===== src/rtl/i2cs_pkg.sv =====
package i2cs_pkg;

    localparam logic [1:0] REG_CTRL = 2'd0;
    localparam logic [1:0] REG_STAT = 2'd1;
    localparam logic [1:0] REG_OWN  = 2'd2;
    localparam logic [1:0] REG_DATA = 2'd3;

    localparam logic [4:0] TEN_PREFIX = 5'b11110;

    typedef enum logic [2:0] {
        ST_IDLE,
        ST_ADDR,
        ST_ADDR2,
        ST_RX,
        ST_TX
    } eng_st_e;

    // low four control bits, en at bit 0
    typedef struct packed {
        logic rel;
        logic stretch;
        logic ten;
        logic en;
    } ctrl_t;

    // single-cycle requests from the engine to the register file
    typedef struct packed {
        logic rx_push;
        logic ovf_set;
        logic tx_pop;
        logic hold_clr;
        logic nack_set;
    } eng_ev_t;

    typedef struct packed {
        logic busy;
        logic hold;
        logic sel;
        logic rw;
    } eng_stat_t;

    function automatic logic [7:0] ten_header(input logic [1:0] hi, input logic rw);
        return {TEN_PREFIX, hi, rw};
    endfunction

endpackage


===== src/rtl/i2cs_sync_edge.sv =====
module i2cs_sync_edge #(
    parameter int SYNC_STAGES = 2
) (
    input  logic clk,
    input  logic rst,
    input  logic scl_in,
    input  logic sda_in,
    output logic scl_s,
    output logic sda_s,
    output logic scl_rise,
    output logic scl_fall,
    output logic start_det,
    output logic stop_det
);
    localparam int MSB = SYNC_STAGES - 1;

    logic [MSB:0] scl_pipe;
    logic [MSB:0] sda_pipe;
    logic         scl_d;
    logic         sda_d;

    generate
        if (SYNC_STAGES == 1) begin : g_one
            always_ff @(posedge clk) begin
                if (rst) begin
                    scl_pipe <= '1;
                    sda_pipe <= '1;
                end else begin
                    scl_pipe <= scl_in;
                    sda_pipe <= sda_in;
                end
            end
        end else begin : g_many
            always_ff @(posedge clk) begin
                if (rst) begin
                    scl_pipe <= '1;
                    sda_pipe <= '1;
                end else begin
                    scl_pipe <= {scl_pipe[MSB-1:0], scl_in};
                    sda_pipe <= {sda_pipe[MSB-1:0], sda_in};
                end
            end
        end
    endgenerate

    always_ff @(posedge clk) begin
        if (rst) begin
            scl_d <= 1'b1;
            sda_d <= 1'b1;
        end else begin
            scl_d <= scl_pipe[MSB];
            sda_d <= sda_pipe[MSB];
        end
    end

    assign scl_s     = scl_pipe[MSB];
    assign sda_s     = sda_pipe[MSB];
    assign scl_rise  = scl_s & ~scl_d;
    assign scl_fall  = ~scl_s & scl_d;
    assign start_det = scl_s & scl_d & sda_d & ~sda_s;
    assign stop_det  = scl_s & scl_d & ~sda_d & sda_s;

endmodule


===== src/rtl/i2cs_engine.sv =====
module i2cs_engine
    import i2cs_pkg::*;
#(
    parameter int ADDR_W = 10
) (
    input  logic              clk,
    input  logic              rst,
    input  ctrl_t             ctrl,
    input  logic [ADDR_W-1:0] own,
    input  logic              rx_full,
    input  logic              tx_full,
    input  logic [7:0]        tx_data,
    input  logic              sda_s,
    input  logic              scl_rise,
    input  logic              scl_fall,
    input  logic              start_det,
    input  logic              stop_det,
    output eng_ev_t           ev,
    output eng_stat_t         stat,
    output logic [7:0]        rx_byte,
    output logic              scl_oe,
    output logic              sda_oe
);
    localparam logic [3:0] BIT_LAST = 4'd7;
    localparam logic [3:0] BIT_ACK  = 4'd8;
    localparam logic [3:0] BIT_END  = 4'd9;

    eng_st_e    st;
    logic [3:0] bitcnt;
    logic [7:0] shreg;
    logic       sda_drv;
    logic       scl_hold;
    logic       hold_tx;
    logic       ack_ok;
    logic       rw;
    logic       sel;
    logic       ten_full;
    logic       busy;
    logic [7:0] nb;
    logic       hdr_ok;

    assign nb     = {shreg[6:0], sda_s};
    assign hdr_ok = (nb[7:1] == ten_header(own[9:8], 1'b0) >> 1);

    always_ff @(posedge clk) begin
        ev <= '0;
        if (rst || !ctrl.en) begin
            st       <= ST_IDLE;
            bitcnt   <= '0;
            shreg    <= '0;
            sda_drv  <= 1'b0;
            scl_hold <= 1'b0;
            hold_tx  <= 1'b0;
            ack_ok   <= 1'b0;
            rw       <= 1'b0;
            sel      <= 1'b0;
            ten_full <= 1'b0;
            busy     <= 1'b0;
        end else if (start_det) begin
            st       <= ST_ADDR;
            bitcnt   <= '0;
            sda_drv  <= 1'b0;
            scl_hold <= 1'b0;
            sel      <= 1'b0;
            busy     <= 1'b1;
        end else if (stop_det) begin
            st       <= ST_IDLE;
            bitcnt   <= '0;
            sda_drv  <= 1'b0;
            scl_hold <= 1'b0;
            sel      <= 1'b0;
            ten_full <= 1'b0;
            busy     <= 1'b0;
        end else if (scl_hold) begin
            if (hold_tx && tx_full) begin
                shreg      <= tx_data;
                sda_drv    <= ~tx_data[7];
                ev.tx_pop  <= 1'b1;
                scl_hold   <= 1'b0;
            end else if (!hold_tx && ctrl.rel && !ev.hold_clr) begin
                scl_hold <= 1'b0;
            end
        end else if (st != ST_IDLE) begin
            if (scl_rise) begin
                if (bitcnt != BIT_END) bitcnt <= bitcnt + 4'd1;
                if (st != ST_TX && bitcnt <= BIT_LAST) shreg <= nb;
                if (st != ST_TX && bitcnt == BIT_LAST) begin
                    case (st)
                        ST_ADDR: begin
                            rw <= nb[0];
                            if (!ctrl.ten)
                                ack_ok <= (nb[7:1] == own[6:0]);
                            else if (!nb[0])
                                ack_ok <= hdr_ok;
                            else
                                ack_ok <= hdr_ok && ten_full;
                        end
                        ST_ADDR2: ack_ok <= (nb == own[7:0]);
                        default: begin
                            if (rx_full) begin
                                ev.ovf_set <= 1'b1;
                                ack_ok     <= 1'b0;
                            end else begin
                                ev.rx_push <= 1'b1;
                                ack_ok     <= 1'b1;
                            end
                        end
                    endcase
                end
                if (st == ST_TX && bitcnt == BIT_ACK) begin
                    ack_ok      <= ~sda_s;
                    ev.nack_set <= sda_s;
                end
            end else if (scl_fall) begin
                if (bitcnt == BIT_ACK) begin
                    sda_drv <= (st == ST_TX) ? 1'b0 : ack_ok;
                end else if (bitcnt == BIT_END) begin
                    bitcnt  <= '0;
                    sda_drv <= 1'b0;
                    case (st)
                        ST_ADDR: begin
                            if (!ack_ok) begin
                                st <= ST_IDLE;
                            end else if (ctrl.ten && !rw) begin
                                st <= ST_ADDR2;
                            end else if (rw) begin
                                sel <= 1'b1;
                                st  <= ST_TX;
                                if (tx_full) begin
                                    shreg     <= tx_data;
                                    sda_drv   <= ~tx_data[7];
                                    ev.tx_pop <= 1'b1;
                                end else begin
                                    scl_hold <= 1'b1;
                                    hold_tx  <= 1'b1;
                                end
                            end else begin
                                sel <= 1'b1;
                                st  <= ST_RX;
                            end
                        end
                        ST_ADDR2: begin
                            if (ack_ok) begin
                                ten_full <= 1'b1;
                                sel      <= 1'b1;
                                st       <= ST_RX;
                            end else begin
                                st <= ST_IDLE;
                            end
                        end
                        ST_RX: begin
                            if (ack_ok && ctrl.stretch) begin
                                scl_hold    <= 1'b1;
                                hold_tx     <= 1'b0;
                                ev.hold_clr <= 1'b1;
                            end
                        end
                        ST_TX: begin
                            if (!ack_ok) begin
                                st  <= ST_IDLE;
                                sel <= 1'b0;
                            end else if (tx_full) begin
                                shreg     <= tx_data;
                                sda_drv   <= ~tx_data[7];
                                ev.tx_pop <= 1'b1;
                            end else begin
                                scl_hold <= 1'b1;
                                hold_tx  <= 1'b1;
                            end
                        end
                        default: st <= ST_IDLE;
                    endcase
                end else if (st == ST_TX && bitcnt != 4'd0) begin
                    shreg   <= {shreg[6:0], 1'b0};
                    sda_drv <= ~shreg[6];
                end
            end
        end
    end

    assign stat    = '{busy: busy, hold: scl_hold, sel: sel, rw: rw};
    assign rx_byte = shreg;
    assign scl_oe  = scl_hold;
    assign sda_oe  = sda_drv;

endmodule


===== src/rtl/i2cs_regs.sv =====
module i2cs_regs
    import i2cs_pkg::*;
#(
    parameter int BUS_W  = 16,
    parameter int ADDR_W = 10
) (
    input  logic              clk,
    input  logic              rst,
    input  logic              host_rd,
    input  logic              host_wr,
    input  logic [1:0]        host_addr,
    input  logic [BUS_W-1:0]  host_wdata,
    output logic [BUS_W-1:0]  host_rdata,
    input  eng_ev_t           ev,
    input  eng_stat_t         stat,
    input  logic [7:0]        rx_byte,
    output ctrl_t             ctrl,
    output logic [ADDR_W-1:0] own,
    output logic              rx_full,
    output logic [7:0]        rx_data,
    output logic              tx_full,
    output logic [7:0]        tx_data,
    output logic              ovf_flag,
    output logic              irq
);
    localparam int STAT_PAD = BUS_W - 8;
    localparam int OWN_PAD  = BUS_W - ADDR_W;
    localparam int DATA_PAD = BUS_W - 8;

    logic [BUS_W-1:0] ctrl_q;
    logic             nack_flag;
    logic             wr_ctrl, wr_stat, wr_own, wr_data, rd_data;

    assign wr_ctrl = host_wr && host_addr == REG_CTRL;
    assign wr_stat = host_wr && host_addr == REG_STAT;
    assign wr_own  = host_wr && host_addr == REG_OWN;
    assign wr_data = host_wr && host_addr == REG_DATA;
    assign rd_data = host_rd && host_addr == REG_DATA;

    always_ff @(posedge clk) begin
        if (rst) begin
            ctrl_q    <= '0;
            own       <= '0;
            rx_full   <= 1'b0;
            rx_data   <= '0;
            tx_full   <= 1'b0;
            tx_data   <= '0;
            ovf_flag  <= 1'b0;
            nack_flag <= 1'b0;
            irq       <= 1'b0;
        end else begin
            irq <= 1'b0;
            if (wr_ctrl) ctrl_q <= host_wdata;
            if (ev.hold_clr) ctrl_q[3] <= 1'b0;
            if (wr_own) own <= host_wdata[ADDR_W-1:0];

            if (rd_data) rx_full <= 1'b0;
            if (ev.rx_push && !rx_full) begin
                rx_data <= rx_byte;
                rx_full <= 1'b1;
                irq     <= 1'b1;
            end

            if (ev.tx_pop) tx_full <= 1'b0;
            if (wr_data) begin
                tx_data <= host_wdata[7:0];
                tx_full <= 1'b1;
            end

            if (wr_stat) begin
                ovf_flag  <= host_wdata[6];
                nack_flag <= host_wdata[7];
            end
            if (ev.ovf_set)  ovf_flag  <= 1'b1;
            if (ev.nack_set) nack_flag <= 1'b1;
        end
    end

    assign ctrl = ctrl_t'(ctrl_q[3:0]);

    always_comb begin
        case (host_addr)
            REG_CTRL: host_rdata = ctrl_q;
            REG_STAT: host_rdata = {{STAT_PAD{1'b0}}, nack_flag, ovf_flag, stat.busy,
                                    stat.hold, stat.sel, stat.rw, tx_full, rx_full};
            REG_OWN:  host_rdata = {{OWN_PAD{1'b0}}, own};
            default:  host_rdata = {{DATA_PAD{1'b0}}, rx_data};
        endcase
    end

endmodule


===== src/rtl/i2cs_top.sv =====
module i2cs_top
    import i2cs_pkg::*;
#(
    parameter int BUS_W       = 16,
    parameter int ADDR_W      = 10,
    parameter int SYNC_STAGES = 2
) (
    input  logic             clk,
    input  logic             rst,
    input  logic             host_rd,
    input  logic             host_wr,
    input  logic [1:0]       host_addr,
    input  logic [BUS_W-1:0] host_wdata,
    output logic [BUS_W-1:0] host_rdata,
    output logic             irq,
    input  logic             scl_in,
    input  logic             sda_in,
    output logic             scl_oe,
    output logic             sda_oe
);
    logic              scl_s, sda_s, scl_rise, scl_fall, start_det, stop_det;
    ctrl_t             ctrl;
    logic [ADDR_W-1:0] own;
    logic              rx_full, tx_full, ovf_flag;
    logic [7:0]        rx_data, tx_data, rx_byte;
    eng_ev_t           ev;
    eng_stat_t         stat;
    logic              st_sel, st_busy;

    i2cs_sync_edge #(.SYNC_STAGES(SYNC_STAGES)) u_sync (
        .clk(clk), .rst(rst), .scl_in(scl_in), .sda_in(sda_in),
        .scl_s(scl_s), .sda_s(sda_s), .scl_rise(scl_rise), .scl_fall(scl_fall),
        .start_det(start_det), .stop_det(stop_det)
    );

    i2cs_engine #(.ADDR_W(ADDR_W)) u_eng (
        .clk(clk), .rst(rst), .ctrl(ctrl), .own(own),
        .rx_full(rx_full), .tx_full(tx_full), .tx_data(tx_data),
        .sda_s(sda_s), .scl_rise(scl_rise), .scl_fall(scl_fall),
        .start_det(start_det), .stop_det(stop_det),
        .ev(ev), .stat(stat), .rx_byte(rx_byte),
        .scl_oe(scl_oe), .sda_oe(sda_oe)
    );

    i2cs_regs #(.BUS_W(BUS_W), .ADDR_W(ADDR_W)) u_regs (
        .clk(clk), .rst(rst), .host_rd(host_rd), .host_wr(host_wr),
        .host_addr(host_addr), .host_wdata(host_wdata), .host_rdata(host_rdata),
        .ev(ev), .stat(stat), .rx_byte(rx_byte),
        .ctrl(ctrl), .own(own), .rx_full(rx_full), .rx_data(rx_data),
        .tx_full(tx_full), .tx_data(tx_data), .ovf_flag(ovf_flag), .irq(irq)
    );

    assign st_sel  = stat.sel;
    assign st_busy = stat.busy;

endmodule


===== config.mk =====
export PLATFORM = sky130hd
export DESIGN_NAME = i2cs_top
export DESIGN_NICKNAME = d
export VERILOG_FILES = /design/src/rtl/i2cs_pkg.sv /design/src/rtl/i2cs_sync_edge.sv /design/src/rtl/i2cs_engine.sv /design/src/rtl/i2cs_regs.sv /design/src/rtl/i2cs_top.sv
export SDC_FILE = /design/constraint.sdc
export NUM_CORES = 1
export LEC_CHECK = 0
export ABC_AREA = 1
export BUFFER_PORTS_ARGS = -buffer_cell sky130_fd_sc_hd__buf_2
export CORE_MARGIN = 2
export CORE_UTILIZATION = 45
export CTS_CLUSTER_DIAMETER = 30
export DETAILED_ROUTE_END_ITERATION = 12
export PLACE_DENSITY = 0.74
export SLEW_MARGIN = 15
export SYNTH_ARGS = -nofsm -noshare
export SYNTH_HDL_FRONTEND = slang
export SYNTH_SLANG_ARGS = --single-unit

===== constraint.sdc =====
create_clock -name clk -period 2.4 [get_ports clk]
set_input_delay 0.72 -clock clk [delete_from_list [all_inputs] [get_ports clk]]
set_output_delay 0.72 -clock clk [all_outputs]
set_load 0.005 [all_outputs]

### Word level (Yosys, flattened, before mapping)

Index checks and enable logic that the tools add are counted.

| cells by class | value |
|---|---|
| bitwise operators | 24 |
| magnitude comparators | 1 |
| $add $sub $neg | 1 |
| equality and inequality tests | 41 |
| multiplexer cells | 119 |
| reductions and logical operators | 63 |

Operators by type and width:

| kind | number |
|---|---|
| 8-bit two-way mux | 14 |
| 1-bit two-way mux | 81 |
| 16-bit case mux with 3 select lines | 1 |
| 2-bit nonzero test | 15 |
| 3-bit nonzero test | 7 |
| 4-bit two-way mux | 5 |
| 1-bit inverter | 17 |
| 1-bit logical AND | 16 |
| 2-bit by 1-bit != test with 1-bit output (second input constant) | 8 |
| 8-bit case mux with 2 select lines | 1 |
| 8-bit AND reduction | 2 |
| 3-bit two-way mux | 5 |
| 5-bit by 3-bit != test with 1-bit output (second input constant) | 3 |
| 7-bit equality test | 2 |
| 14-bit AND reduction | 1 |
| 13-bit AND reduction | 1 |
| 2-bit != test (second input constant) | 6 |
| 3-bit != test (second input constant) | 4 |
| 3-bit case mux with 4 select lines | 1 |
| 6-bit AND reduction | 2 |
| 4-bit nonzero test | 3 |
| 11-bit AND reduction | 1 |
| 2-bit two-way mux | 5 |
| 5-bit by 4-bit != test with 1-bit output (second input constant) | 2 |
| other kinds (27) | 46 |

| word-level totals | value |
|---|---|
| logic and storage cells | 280 |
| flip-flop bits (word level) | 81 |

### Longest topological paths before layout

Gate-level depths: netlist (run 1).

| depth | value |
|---|---|
| word-level depth | 13 |
| mapped depth | 12 |

### By module

From an unflattened synthesis (run 1), not the netlist that was laid out.

| second synthesis, totals | value |
|---|---|
| cell total of the unflattened synthesis | 646 |
| area, all modules | 4230.3 um^2 |

Modules (own cells, without submodules):

| module | sequential area each (um^2) | cells an instance | times used | area each (um^2) |
|---|---|---|---|---|
| i2cs_engine | 560.5 | 342 | 1 | 2062.0 |
| i2cs_regs | 940.9 | 280 | 1 | 1970.6 |
| i2cs_sync_edge | 120.1 | 24 | 1 | 197.7 |

### Worst setup path before layout (run 1)

No wires, ideal clock.

| timing path | value |
|---|---|
| path kind | input to output |
| start point | input host_addr[0] |
| end point | output host_rdata[3] |
| setup slack | 209 ps |
| path buffers | 1 |
| cell stages on the path | 4 |
| required time | 1680 ps |
| arrival time | 1471 ps |
| cells stage by stage | nor2_1 -> clkbuf_1 -> inv_1 -> o2111ai_1 |

| between the ends | value |
|---|---|
| cells in the longest elaborated chain, start to end | 2 |
| elaborated cells between the ends (all ways) | 4 |

Ends and longest elaborated chain:

| item | line | RTL |
|---|---|---|
| start, declared | i2cs_top.sv:12 | `input logic [1:0] host_addr,` |
| 2-bit equality test, or another cell as far along | i2cs_regs.sv:82 | `case (host_addr)` |
| 16-bit case mux with 3 select lines * | i2cs_regs.sv:82 |  |
| end, declared | i2cs_top.sv:14 | `output logic [BUS_W-1:0] host_rdata,` |

Every way passes the cells marked *; elsewhere a longest branch is shown, timed or not.

### Worst setup path in the final report (run 1)

| timing path | value |
|---|---|
| start point | input host_addr[0] |
| end point | output host_rdata[7] |

Same word-level chain as after synthesis.

==> results.py, run 1 <==
metrics = {
    "run_status": {
        "outcome": "finished clean",
    },
    "floorplan": {
        "floorplan.initialDensity_pct": 46.12,
        "fp-row-count": 34,
        "die_width_um": 98.31,
        "die_y_um": 98.31,
        "dieArea_um2": 9665,
        "pin_count": 43,
        "core_area_um2": 8678,
    },
    "critical_path": {
        "end_kind": "output pin",
        "worstReg2RegStart": "u_eng.bitcnt[0]",
        "crit_path_max_fanout": 9,
        "max_stage_delay_ns": 0.19,
        "cp.required_ns": 1.68,
        "path_cells": "buf_2 -> buf_4 -> nand2_1 -> clkinvlp_4 -> nand2_1 -> o2111ai_1 -> buf_2",
        "timing.reg2reg.setup_slack_ns": 0.56,
        "worstPathArrival_ns": 1.61,
        "crit_family": "buffers and inverters",
        "critical_path_class": "in -> out",
        "critPathLaunchType": "primary input",
        "worst-path-buf-inv": 4,
        "crit_slowest_cell": "clkinvlp_4",
        "timing.rr.end": "u_eng.bitcnt[1]",
        "r2r_cells": 10,
    },
    "cts": {
        "cts_tree": "built",
        "cts_root_buf": "clkbuf_8",
        "clkTransAtPathRegs_ns": 0.08,
        "htree_levels": 3,
        "clock_path_buffers": 2,
        "postCtsSetupBuffers": 0,
        "clkLatencyLatePin_ns": 0.36,
        "cts.hold.buffers_added": 0,
        "numCtsBuffers": 9,
        "cts_sinks": 81,
    },
    "timing": {
        "hold_violations": 0,
        "max_slew_margin_pct": 62.54,
        "finalSetupViolations": 0,
        "slew_violations": 0,
        "fin_crit_ns": 2.334,
        "finalSetupTns_ns": 0,
        "timing.final.crit_share_pct": 97.26,
        "clock_skew_ns": 0.007436,
        "worst_slew_pin_slew_ns": 0.5606,
        "rsz0062_at_grt": "yes",
        "fmax_ghz": 0.4284,
        "hold_slack_ns": 0.4163,
    },
    "cells_and_area": {
        "layout.nets": 669,
        "antenna_cells": 0,
        "layout_commonest_cell": "nand2_1",
        "final_cell_mix": "nand2_1 (153), dfxtp_1 (81), nor2_1 (66)",
        "utilization_pct": 52.68,
        "drive_gt1_share_pct": 14.71,
        "area_growth_pct": 14.22,
        "design_area_um2": 4572,
        "final_cells": 754,
    },
    "route": {
        "routed-via-count": 4066,
        "drc": 0,
        "wl_um": 11300,
        "dr.pass1.iters": 5,
        "viasPerCell": 5.393,
        "final_antenna_net_count": 0,
        "drtIter0Drc": 470,
        "wl_per_cell_um": 14.98,
    },
    "synth": {
        "syn-cell-area_um2": 4003,
        "avgSynthCellArea_um2": 6.716,
        "ys_seq_area_share_pct": 40.51,
        "synthDistinctLibCells": 38,
        "yosysWarningCount": 0,
        "postSynthCellCount": 596,
        "ys_ff_latch": 81,
        "synth_nets": 623,
    },
    "place": {
        "dp_hpwl_um": 8450,
        "gp_congestion": 0.9603,
        "place_inst": 738,
        "postPlaceCellArea_um2": 4340,
        "io_buffers": 42,
    },
    "global_route": {
        "antenna_found_initial": 0,
        "grt_max_degree": 39,
        "grt_pass1_vias": 3599,
        "grt-ovfl-total": 0,
        "grt_use_total_pct": 23.31,
        "grt_pass1_wl_um": 17930,
    },
    "power": {
        "p_per_area_nw_per_um2": 598.2,
        "vdd_drop_max_uv": 391.2,
        "power_leakage_nw": 2.047,
    },
    "hold_path": {
        "hold-path-endpoint": "u_sync.scl_pipe[1]",
        "worstHoldPathType": "reg -> reg",
        "min_delay_path_depth": 1,
        "min-delay-start": "u_sync.scl_pipe[0]",
    },
    "job": {
        "maxCapViolCount": 0,
    },
}
## layout make-up
cell class | instances | area [µm²]
clock buffer | 11 | 141.4
clock inverter | 4 | 76.32
fill | 891 | 4106
inverter | 73 | 281.5
multi-input combinational | 425 | 2034
sequential | 81 | 1622
tap | 108 | 135.1
timing repair buffer | 51 | 277.8
timing repair inverter | 1 | 3.754
## flip-flops by register name, indices dropped and copies added (netlist names), 2 cells and up
signal           flops
u_regs.rx_data       8
u_regs.ctrl_q       16
u_sync.scl_pipe      2
u_regs.own          10
u_eng.rx_byte        8
u_regs.tx_data       8
u_eng.ev             5
u_sync.sda_pipe      2
u_eng.st             3
u_eng.bitcnt         4
## kinds of logic after synthesis
logic type | synth area share [%]
XOR/XNOR | 0.8752
AND/OR/NAND/NOR | 31.13
adder cells (fa/ha/maj) | 0.9379
flip-flops | 40.51
buffers and inverters | 8.784
AO/OA/AOI/OAI | 17.76
## power by group
part | internal (mW) | switching, mW
sequential | 1.38 | 0.0237
combinational | 0.0748 | 0.134
clock | 0.613 | 0.513
## worst max-delay path by stage
stage	startpoint	endpoint	cells after the start
CTS	host_addr[0]	host_rdata[7]	7
detailed placement	host_addr[1]	host_rdata[5]	6
finish	host_addr[0]	host_rdata[7]	7
global placement	host_addr[1]	host_rdata[7]	6
global route	host_addr[0]	host_rdata[5]	7
floorplan	host_addr[0]	host_rdata[3]	4
## cell usage after synthesis
cell type	number	share of area, %
a2111oi_0	1	0.22
a21oi_1	62	7.8
a22oi_1	1	0.19
a31oi_1	3	0.47
and3_1	1	0.16
buf_1	2	0.19
buf_2	3	0.38
buf_6	1	0.28
clkbuf_1	11	1.0
clkinv_1	2	0.19
dfxtp_1	81	41
ha_1	3	0.94
inv_1	66	6.2
inv_2	4	0.38
inv_4	1	0.16
nand2_1	154	14
nand2_2	1	0.16
nand2_4	2	0.56
nand3_1	25	3.1
nand3_2	4	1.0
nand3_4	2	0.88
nand3b_1	1	0.19
nand4_1	9	1.4
nor2_1	67	6.3
nor2_2	2	0.31
nor2_4	1	0.28
nor2b_1	1	0.16
nor3_1	8	1.0
nor3_4	1	0.41
o2111ai_1	4	0.88
o211ai_1	1	0.19
o21ai_0	53	6.6
o21ai_1	2	0.25
o21ai_2	1	0.22
o22ai_1	5	0.78
o31ai_1	1	0.19
or2_2	5	0.78
xnor2_1	4	0.88
## per-layer routing
metal / GRT usage (%) / vias to the layer above / share of wire (%)
li1: - / 2027 / -
met1: 33.20 / 1843 / 45
met2: 36.21 / 181 / 45
met3: 3.221 / 15 / 7.7
met4: 8.430 / 0 / 2.0
met5: 0 / - / 0
## what timing repair did
item | 4_1_cts | 5_1_grt
gates resized for setup | 1 | 5
setup endpoints to repair | 1 | 6
cloned | 0 | 1
## through the flow
stage	setup WS (ns)	power, mW
2_1_floorplan	0.2088	1.548
3_3_place_gp	0.02563	1.630
3_5_place_dp	-0.009064	1.633
4_1_cts	0.05064	2.739
5_1_grt	-0.01385	2.825
6_report	0.06568	2.735
Power figures use the tool's default switching activity.
==> run 2: changes to the inputs <==
Settings changed: GPL_ROUTABILITY_DRIVEN set to 0.
Clock period 2.4 ns to 2.6 ns, I/O delays scaled along.
==> results.py, run 2 (synthesized netlist as in run 1, its figures left out) <==
metrics = {
    "cts": {
        "htree_levels": 3,
        "clkLatencyLatePin_ns": 0.36,
        "cts_sinks": 81,
        "clkTransAtPathRegs_ns": 0.08,
        "cts_tree": "built",
        "clock_path_buffers": 2,
        "numCtsBuffers": 9,
        "cts_root_buf": "clkbuf_8",
    },
    "place": {
        "postPlaceCellArea_um2": 4333,
        "io_buffers": 42,
        "pre_cts_ws_ns": 0.05697,
        "dp_hpwl_um": 8406,
    },
    "timing": {
        "worst_slew_pin_slew_ns": 0.5723,
        "rsz0062_at_grt": "no",
        "hold_slack_ns": 0.4164,
        "slew_violations": 0,
        "timing.final.crit_share_pct": 95.70,
        "max_slew_margin_pct": 61.75,
        "fin_crit_ns": 2.488,
        "hold_violations": 0,
        "worst_slack_ns": 0.1119,
        "finalSetupViolations": 0,
        "fmax_ghz": 0.4019,
        "clock_skew_ns": 0.004816,
        "finalSetupTns_ns": 0,
    },
    "critical_path": {
        "cp.required_ns": 1.82,
        "worst-path-buf-inv": 4,
        "crit_start": "host_addr[1]",
        "critPathLaunchType": "primary input",
        "critical_path_class": "in -> out",
        "crit_family": "buffers and inverters",
        "timing.reg2reg.setup_slack_ns": 0.70,
        "worstReg2RegStart": "u_eng.bitcnt[0]",
        "crit_slowest_cell": "inv_1",
        "max_stage_delay_ns": 0.23,
        "r2r_cells": 10,
        "worstPathArrival_ns": 1.71,
        "timing.rr.end": "u_eng.bitcnt[1]",
        "crit_path_max_fanout": 7,
        "end_kind": "output pin",
        "path_cells": "buf_2 -> inv_1 -> nand2_1 -> inv_1 -> nand2_1 -> o2111ai_1 -> buf_2",
    },
    "floorplan": {
        "pin_count": 43,
        "dieArea_um2": 9665,
        "core_area_um2": 8678,
        "die_y_um": 98.31,
        "die_width_um": 98.31,
        "fp-row-count": 34,
        "floorplan.initialDensity_pct": 46.12,
    },
    "route": {
        "viasPerCell": 5.459,
        "wl_per_cell_um": 14.65,
        "routed-via-count": 4111,
        "drc": 0,
        "dr.pass1.iters": 5,
        "final_antenna_net_count": 0,
        "drtIter0Drc": 400,
        "wl_um": 11030,
    },
    "global_route": {
        "grt_pass1_vias": 3727,
        "grt_max_degree": 39,
        "grt_use_total_pct": 23.75,
        "grt-ovfl-total": 0,
        "grt_pass1_wl_um": 18370,
        "antenna_found_initial": 0,
    },
    "cells_and_area": {
        "design_area_um2": 4529,
        "drive_gt1_share_pct": 13.80,
        "utilization_pct": 52.19,
        "seq_area_um2": 1622,
        "final_cell_mix": "nand2_1 (154), dfxtp_1 (81), nor2_1 (67)",
        "reg.largest.list": "u_regs.ctrl_q x16, u_regs.own x10",
        "layout_commonest_cell": "nand2_1",
        "fillers": 865,
        "layout.nets": 667,
        "max_flop_register": "u_regs.ctrl_q",
        "largest_register_ffs": 16,
        "area_growth_pct": 13.16,
        "multi_input_area_um2": 2029,
        "antenna_cells": 0,
    },
    "hold_path": {
        "hold-path-endpoint": "u_sync.scl_pipe[1]",
        "min-delay-start": "u_sync.scl_pipe[0]",
        "worstHoldPathType": "reg -> reg",
        "min_delay_path_depth": 1,
    },
    "job": {
        "maxCapViolCount": 0,
    },
    "power": {
        "vdd_drop_max_uv": 279.6,
        "p_per_area_nw_per_um2": 533.8,
        "power_leakage_nw": 2.033,
    },
    "run_status": {
        "outcome": "finished clean",
    },
}
[run 2: changes by cell type in the layout (fill, tap and decap cells not counted), sizes merged]
| cell | previous run | this run |
|---|---|---|
| buf | 51 | 50 |
| bufinv | 2 | 1 |
| clkbuf | 11 | 12 |
| clkinv | 1 | 2 |
| clkinvlp | 2 | 1 |
[run 2: power breakdown]
part           internal (mW)  switching, mW  leakage [nW]
Clock                  0.473          0.463        0.0970
Combinational         0.0671          0.121          1.28
Sequential              1.27         0.0229         0.658
Total                   1.81          0.608          2.03
[run 2: stage by stage]
step                std cells  power [mW]
floorplan                 596       1.429
global placement          737       1.502
detailed placement        737       1.506
CTS                       753       2.420
global route              753       2.502
finish                    753       2.418
[run 2: repair_timing]
| action | 4_1_cts | 5_1_grt |
|---|---|---|
| setup endpoints to repair | 0 | 4 |
| resized for setup | 0 | 1 |
| setup buffers | 0 | 0 |
| hold buffers | 0 | 0 |
[run 2: area by class of cell]
cell class	instances	area share [%]
Clock inverter	4	1.133
Timing Repair Buffer	50	5.967
Inverter	73	6.105
Clock buffer	12	3.204
Tap cell	108	2.983
Multi-Input combinational cell	425	44.81
Sequential cell	81	35.80
[run 2: metal layers]
layer | share of wire [%] | track usage, % | vias to the layer above
met5 | 0 | 0 | -
met2 | 45 | 36.79 | 173
met1 | 45 | 32.80 | 1886
met4 | 3.2 | 11.70 | 0
li1 | - | - | 2023
met3 | 6.5 | 2.935 | 29
[run 2: worst max-delay path by stage]
stage,end,depth (start not counted)
detailed placement,host_rdata[7],6
global route,host_rdata[7],7
CTS,host_rdata[7],6
floorplan,host_rdata[3],4
global placement,host_rdata[7],6
finish,host_rdata[7],7
